## config.mk

```make
export PLATFORM = sky130hd
export DESIGN_NAME = ctmr_unit
export DESIGN_NICKNAME = d
export VERILOG_FILES = /design/src/rtl/ctmr_pkg.sv /design/src/rtl/ctmr_preload.sv /design/src/rtl/ctmr_core.sv /design/src/rtl/ctmr_flag.sv /design/src/rtl/ctmr_unit.sv
export SDC_FILE = /design/constraint.sdc
export NUM_CORES = 1
export LEC_CHECK = 0
export BUFFER_PORTS_ARGS = -buffer_cell sky130_fd_sc_hd__buf_2
export CORE_ASPECT_RATIO = 0.75
export CORE_MARGIN = 10
export CORE_UTILIZATION = 53
export DETAILED_ROUTE_END_ITERATION = 10
export GPL_TIMING_DRIVEN = 0
export HOLD_SLACK_MARGIN = 0.12
export PLACE_DENSITY = 0.81
export SYNTH_ARGS = -nofsm -noshare
export SYNTH_HDL_FRONTEND = slang
export SYNTH_SLANG_ARGS = --single-unit
```

## constraint.sdc

```tcl
create_clock -name clk -period 5.1 [get_ports clk]
set_input_delay 1.275 -clock clk [delete_from_list [all_inputs] [get_ports clk]]
set_output_delay 1.275 -clock clk [all_outputs]
set_load 0.02 [all_outputs]
```

## src/rtl/ctmr_pkg.sv

```systemverilog
package ctmr_pkg;
   typedef enum logic {
      CT_TIMER   = 1'b0,
      CT_COUNTER = 1'b1
   } ct_mode_e;
endpackage

```

## src/rtl/ctmr_preload.sv

```systemverilog
module ctmr_preload #(
   parameter int BYTE_W = 8,
   parameter int CNT_W  = 16
) (
   input  logic              clk,
   input  logic              rst_n,
   input  logic              wr_hi,
   input  logic              wr_lo,
   input  logic [BYTE_W-1:0] wr_data,
   output logic [CNT_W-1:0]  preload
);
   logic [BYTE_W-1:0] hi_q, lo_q;

   always_ff @(posedge clk) begin
      if (!rst_n) begin
         hi_q <= '0;
         lo_q <= '0;
      end else begin
         if (wr_hi) hi_q <= wr_data;
         if (wr_lo) lo_q <= wr_data;
      end
   end

   assign preload = {hi_q, lo_q};
endmodule

```

## src/rtl/ctmr_core.sv

```systemverilog
module ctmr_core
   import ctmr_pkg::*;
#(
   parameter int CNT_W = 16
) (
   input  logic             clk,
   input  logic             rst_n,
   input  ct_mode_e         mode,
   input  logic             tick,
   input  logic             start,
   input  logic             stop,
   input  logic [CNT_W-1:0] preload,
   output logic             wave,
   output logic             done_ev,
   output logic [CNT_W-1:0] cnt,
   output logic             running
);
   localparam logic [CNT_W-1:0] LAST = CNT_W'(1);

   logic [CNT_W-1:0] cnt_q, cnt_d;
   logic             run_q, run_d;
   logic             wave_q, wave_d;
   logic             halt_req, step, term;

   // stop only halts in counter mode; start outranks stop
   assign halt_req = stop && (mode == CT_COUNTER) && !start;
   assign step     = run_q && tick && !start && !halt_req;
   assign term     = step && (cnt_q == LAST);

   always_comb begin
      cnt_d  = cnt_q;
      run_d  = run_q;
      wave_d = wave_q;
      if (start) begin
         cnt_d  = preload;
         run_d  = 1'b1;
         wave_d = 1'b1;
      end else if (halt_req) begin
         run_d  = 1'b0;
         wave_d = 1'b1;
      end else if (term) begin
         if (mode == CT_TIMER) begin
            cnt_d  = preload;          // half-period boundary picks up new value
            wave_d = ~wave_q;
         end else begin
            cnt_d  = cnt_q - LAST;     // reaches zero, keeps wrapping afterwards
            wave_d = 1'b0;
         end
      end else if (step) begin
         cnt_d = cnt_q - LAST;
      end
   end

   always_ff @(posedge clk) begin
      if (!rst_n) begin
         cnt_q  <= '0;
         run_q  <= 1'b0;
         wave_q <= 1'b1;
      end else begin
         cnt_q  <= cnt_d;
         run_q  <= run_d;
         wave_q <= wave_d;
      end
   end

   // timer: end of a low half = end of a full period
   assign done_ev = term && ((mode == CT_COUNTER) || !wave_q);
   assign wave    = wave_q;
   assign cnt     = cnt_q;
   assign running = run_q;
endmodule

```

## src/rtl/ctmr_flag.sv

```systemverilog
module ctmr_flag #(
   parameter bit IRQ_REG = 1'b0
) (
   input  logic clk,
   input  logic rst_n,
   input  logic set_ev,
   input  logic clr_ev,
   input  logic mask,
   output logic ready,
   output logic irq
);
   logic ready_q;

   always_ff @(posedge clk) begin
      if (!rst_n)       ready_q <= 1'b0;
      else if (clr_ev)  ready_q <= 1'b0;
      else if (set_ev)  ready_q <= 1'b1;
   end

   assign ready = ready_q;

   generate
      if (IRQ_REG) begin : g_irq_reg
         logic irq_q;
         always_ff @(posedge clk) begin
            if (!rst_n) irq_q <= 1'b0;
            else        irq_q <= ready_q & mask;
         end
         assign irq = irq_q;
      end else begin : g_irq_comb
         assign irq = ready_q & mask;
      end
   endgenerate
endmodule

```

## src/rtl/ctmr_unit.sv

```systemverilog
module ctmr_unit
   import ctmr_pkg::*;
#(
   parameter int BYTE_W  = 8,
   parameter int CNT_W   = 16,
   parameter bit IRQ_REG = 1'b0
) (
   input  logic              clk,
   input  logic              rst_n,
   input  logic              tick_en,
   input  logic              mode_counter,
   input  logic              wr_hi,
   input  logic              wr_lo,
   input  logic [BYTE_W-1:0] wr_data,
   input  logic              start_stb,
   input  logic              stop_stb,
   input  logic              irq_mask,
   output logic              wave_out,
   output logic              ready,
   output logic              irq
);
   generate
      if (CNT_W != 2 * BYTE_W) begin : g_bad_width
         $error("ctmr_unit: CNT_W must be twice BYTE_W");
      end
      if (BYTE_W < 2) begin : g_bad_byte
         $error("ctmr_unit: BYTE_W too small");
      end
   endgenerate

   ct_mode_e         mode_w;
   logic [CNT_W-1:0] preload_w;
   logic [CNT_W-1:0] count_w;
   logic             run_w;
   logic             done_w;

   assign mode_w = mode_counter ? CT_COUNTER : CT_TIMER;

   ctmr_preload #(.BYTE_W(BYTE_W), .CNT_W(CNT_W)) u_pre (
      .clk     (clk),
      .rst_n   (rst_n),
      .wr_hi   (wr_hi),
      .wr_lo   (wr_lo),
      .wr_data (wr_data),
      .preload (preload_w)
   );

   ctmr_core #(.CNT_W(CNT_W)) u_core (
      .clk     (clk),
      .rst_n   (rst_n),
      .mode    (mode_w),
      .tick    (tick_en),
      .start   (start_stb),
      .stop    (stop_stb),
      .preload (preload_w),
      .wave    (wave_out),
      .done_ev (done_w),
      .cnt     (count_w),
      .running (run_w)
   );

   ctmr_flag #(.IRQ_REG(IRQ_REG)) u_flag (
      .clk    (clk),
      .rst_n  (rst_n),
      .set_ev (done_w),
      .clr_ev (start_stb | stop_stb),
      .mask   (irq_mask),
      .ready  (ready),
      .irq    (irq)
   );
endmodule

```

==> run_summary.xml <==
<?xml version="1.0" encoding="UTF-8"?>
<metrics>
  <group name="status">
    <metric name="run_status" unit="">finished, final reports clean</metric>
  </group>
  <group name="worst_setup_path">
    <metric name="critPathCaptureType" unit="">primary output</metric>
    <metric name="required" unit="ps">3830</metric>
    <metric name="critical_path_arrival" unit="ps">1660</metric>
    <metric name="criticalPathCategory" unit="">in2out</metric>
    <metric name="cp_max_fo" unit="">1</metric>
    <metric name="setup.worst_path.start_class" unit="">input port</metric>
  </group>
  <group name="clocking">
    <metric name="post_cts_resize_count" unit="">0</metric>
    <metric name="numCtsBuffers" unit="">5</metric>
    <metric name="cts_hold_buffers" unit="">0</metric>
    <metric name="clock_tree_from_tritoncts" unit="">built</metric>
    <metric name="cts.htree.levels" unit="">2</metric>
    <metric name="clock_latency" unit="ps">300</metric>
    <metric name="cts_sinks" unit="">35</metric>
    <metric name="cts.clk_slew.worst_paths" unit="ps">70</metric>
    <metric name="post_cts.repair.setup_buffers" unit="">0</metric>
    <metric name="clock_tree_root" unit="">sky130_fd_sc_hd__clkbuf_8</metric>
    <metric name="max-clock-path-buffers" unit="">2</metric>
  </group>
  <group name="logic_synthesis">
    <metric name="synth.avg_cell_area" unit="sq um">8.89</metric>
    <metric name="seq_area_frac_synth" unit="">0.413</metric>
    <metric name="synthCells" unit="">191</metric>
    <metric name="syn_area" unit="sq um">1700</metric>
    <metric name="ys_top_cells_by_area" unit="">sky130_fd_sc_hd__dfxtp_1 41%, sky130_fd_sc_hd__mux2i_1 11%, sky130_fd_sc_hd__nor2_1 6.4%</metric>
    <metric name="yosysWarnings" unit="">0</metric>
    <metric name="netlist-cell-type-count" unit="">42</metric>
    <metric name="postSynthNetCount" unit="">210</metric>
    <metric name="ys_seq_elements" unit="">35</metric>
    <metric name="synth.top_cell.area_share" unit="">0.413</metric>
    <metric name="cell_accounting_for_the_most_synthesized_area" unit="">sky130_fd_sc_hd__dfxtp_1</metric>
  </group>
  <group name="placement">
    <metric name="detailedPlacementHpwl" unit="um">3050</metric>
    <metric name="dp_cells" unit="">246</metric>
    <metric name="place.port_buffers" unit="">17</metric>
    <metric name="place_congestion" unit="">0.882</metric>
    <metric name="dpl_cell_area" unit="sq um">1830</metric>
    <metric name="preCtsSetupSlack" unit="ps">2090</metric>
  </group>
  <group name="global_routing">
    <metric name="gr-total-overflow" unit="">0</metric>
    <metric name="globalRouteMet3Util" unit="">0.0504</metric>
    <metric name="grt_busiest_layer" unit="">met2</metric>
    <metric name="grt_first_pass_wirelength" unit="um">6920</metric>
    <metric name="antenna_found_initial" unit="">0</metric>
    <metric name="grtUsageTotal" unit="">0.141</metric>
    <metric name="global_route.usage.met2" unit="">0.201</metric>
    <metric name="vias_in_the_first_global_route" unit="">1417</metric>
    <metric name="met1_usage" unit="">0.190</metric>
    <metric name="grt_max_degree" unit="">11</metric>
  </group>
  <group name="sta">
    <metric name="rsz_0062_raised_after_global_routing" unit="">false</metric>
    <metric name="fin_worst_skew" unit="ps">3.31</metric>
    <metric name="timing.final.crit_share" unit="">0.575</metric>
    <metric name="worst_pin_slew" unit="ps">602</metric>
    <metric name="max_clock_freq" unit="MHz">341</metric>
    <metric name="slew_viol_final" unit="">0</metric>
    <metric name="timing.final.hold_violations" unit="">0</metric>
    <metric name="final_critical_path_setup_slack" unit="ps">2170</metric>
    <metric name="worst_slew_margin_rel" unit="">0.597</metric>
    <metric name="setup_total_negative_slack" unit="ps">0</metric>
    <metric name="period_minus_slack" unit="ps">2930</metric>
    <metric name="endpoints_failing_setup" unit="">0</metric>
  </group>
  <group name="layout">
    <metric name="final-instance-count-excl-fill" unit="">254</metric>
    <metric name="area_occupied_by_multi_input_gates" unit="sq um">935</metric>
    <metric name="diodes" unit="">0</metric>
    <metric name="syn_to_final_growth" unit="%">12.6</metric>
    <metric name="drive_gt1_frac" unit="">0.157</metric>
    <metric name="layout.area.seq" unit="sq um">701</metric>
    <metric name="finish.net_count" unit="">234</metric>
    <metric name="filler_cell_count" unit="">256</metric>
    <metric name="fin_area" unit="sq um">1910</metric>
  </group>
  <group name="routing">
    <metric name="detail_route.first_pass.iterations" unit="">4</metric>
    <metric name="wl_per_instance" unit="um">16.4</metric>
    <metric name="drc_errors" unit="">0</metric>
    <metric name="detailedRoute.firstIterationViolations" unit="">154</metric>
    <metric name="post_detailed_routing_wire_length" unit="um">4180</metric>
    <metric name="route.detailed.vias_per_inst" unit="">6.24</metric>
    <metric name="antenna_left" unit="">0</metric>
    <metric name="routed-via-count" unit="">1586</metric>
  </group>
  <group name="min_path">
    <metric name="hp-class" unit="">reg2reg</metric>
  </group>
  <group name="floorplanning">
    <metric name="core_area" unit="sq um">3000</metric>
    <metric name="rows" unit="">17</metric>
    <metric name="initial_utilization" unit="">0.566</metric>
    <metric name="die_width" unit="um">85.4</metric>
    <metric name="dieArea" unit="sq um">5890</metric>
    <metric name="chipHeight" unit="um">69.0</metric>
    <metric name="ioPinCount" unit="">20</metric>
  </group>
  <group name="pwr">
    <metric name="static-leakage-power" unit="nW">0.766</metric>
    <metric name="power-per-cell-area" unit="nW/um^2">306</metric>
    <metric name="ir_worst_vdd" unit="V">0.000227</metric>
    <metric name="total_power" unit="mW">0.586</metric>
  </group>
  <group name="job">
    <metric name="maxCapViolations" unit="">0</metric>
  </group>
</metrics>
-- final timing paths --
check	from	to	slack (ps)	depth (start not counted)
setup / recovery	irq_mask	irq	2170	3
hold / removal	u_pre.lo_q[4]	u_core.cnt[4]	490	2
setup reg to reg	u_core.cnt[0]	u_core.cnt[2]	2710	6
hold reg to reg	u_pre.lo_q[4]	u_core.cnt[4]	490	2
-- worst max-delay path, cell delays in order --
cell and delay, ps:
sky130_fd_sc_hd__buf_2 90, sky130_fd_sc_hd__and2_1 140, sky130_fd_sc_hd__buf_2 150
-- cells in the mapped netlist --
cell type / n
sky130_fd_sc_hd__a211oi_1: 1
sky130_fd_sc_hd__a21boi_1: 1
sky130_fd_sc_hd__a21oi_1: 6
sky130_fd_sc_hd__a31o_2: 1
sky130_fd_sc_hd__a31oi_1: 6
sky130_fd_sc_hd__and2_1: 5
sky130_fd_sc_hd__buf_1: 3
sky130_fd_sc_hd__buf_2: 2
sky130_fd_sc_hd__buf_6: 1
sky130_fd_sc_hd__clkbuf_1: 3
sky130_fd_sc_hd__dfxtp_1: 35
sky130_fd_sc_hd__ha_1: 2
sky130_fd_sc_hd__inv_1: 4
sky130_fd_sc_hd__inv_2: 1
sky130_fd_sc_hd__mux2i_1: 18
sky130_fd_sc_hd__nand2_1: 14
sky130_fd_sc_hd__nand3_1: 9
sky130_fd_sc_hd__nand3b_1: 1
sky130_fd_sc_hd__nand4_1: 4
sky130_fd_sc_hd__nor2_1: 29
sky130_fd_sc_hd__nor3_1: 3
sky130_fd_sc_hd__nor4_1: 4
sky130_fd_sc_hd__nor4_2: 1
sky130_fd_sc_hd__nor4_4: 2
sky130_fd_sc_hd__o2111ai_1: 1
sky130_fd_sc_hd__o211ai_1: 2
sky130_fd_sc_hd__o21a_1: 1
sky130_fd_sc_hd__o21ai_0: 4
sky130_fd_sc_hd__o21ai_1: 1
sky130_fd_sc_hd__o22a_1: 1
sky130_fd_sc_hd__o22ai_1: 1
sky130_fd_sc_hd__o311a_1: 2
sky130_fd_sc_hd__o311ai_0: 5
sky130_fd_sc_hd__o31a_1: 2
sky130_fd_sc_hd__o31ai_1: 1
sky130_fd_sc_hd__o41ai_1: 2
sky130_fd_sc_hd__or2_2: 1
sky130_fd_sc_hd__or3_1: 4
sky130_fd_sc_hd__or4_1: 3
sky130_fd_sc_hd__or4_4: 2
sky130_fd_sc_hd__or4b_1: 1
sky130_fd_sc_hd__xnor2_1: 1
-- routing by layer --
metal | share of wire | vias up
met5 | 0 | -
met4 | 0.014 | 0
met3 | 0.078 | 8
met2 | 0.44 | 74
met1 | 0.47 | 743
li1 | - | 761
-- registers in the layout (all words and copies together), names as in the netlist --
signal and flops:
u_core.cnt 16, u_core.running 1, u_core.wave 1, u_flag.ready 1
u_pre.hi_q 8, u_pre.lo_q 8
-- power breakdown --
group / switching (mW) / internal, mW / total, mW
clock network: 0.101 / 0.0957 / 0.196
registers: 0.0130 / 0.288 / 0.301
logic: 0.0526 / 0.0353 / 0.0879
-- cell type report --
| type | instances | share of cell area |
|---|---|---|
| Timing Repair Buffer | 17 | 0.0445 |
| Buffer | 9 | 0.0229 |
| Inverter | 5 | 0.00982 |
| Clock buffer | 7 | 0.0399 |
| Clock inverter | 1 | 0.00262 |
| Tap cell | 38 | 0.0249 |
| Multi-Input combinational cell | 142 | 0.489 |
| Sequential cell | 35 | 0.366 |
-- through the flow --
stage	util	hold WS, ps
6_report	0.637	488
5_1_grt	0.637	516
4_1_cts	0.637	489
3_5_place_dp	0.610	471
3_3_place_gp	0.610	469
2_1_floorplan	-	436
-- cells in the final DEF (no fill, tap or decap), types with 5 or more instances in the layout --
master,instances
sky130_fd_sc_hd__nand3_1,9
sky130_fd_sc_hd__mux2i_1,18
sky130_fd_sc_hd__a31oi_1,6
sky130_fd_sc_hd__dfxtp_1,35
sky130_fd_sc_hd__clkbuf_1,5
sky130_fd_sc_hd__nor2_1,29
sky130_fd_sc_hd__clkbuf_8,5
sky130_fd_sc_hd__o311ai_0,5
sky130_fd_sc_hd__and2_1,5
sky130_fd_sc_hd__nand2_1,14
sky130_fd_sc_hd__a21oi_1,6
sky130_fd_sc_hd__buf_2,19
-- kinds of logic after synthesis --
kind of cell               count (synthesis)  share of synthesized area
DFF                                       35                      0.413
and+or+nand+nor                           83                      0.266
buffers and inverters                     14                     0.0368
adders and majority gates                  2                     0.0147
xor gates and xnor gates                   1                    0.00516
muxes                                     18                      0.106
AOI/OAI and AO/OA                         38                      0.158
No activity file was read; power rests on OpenSTA's default activity.
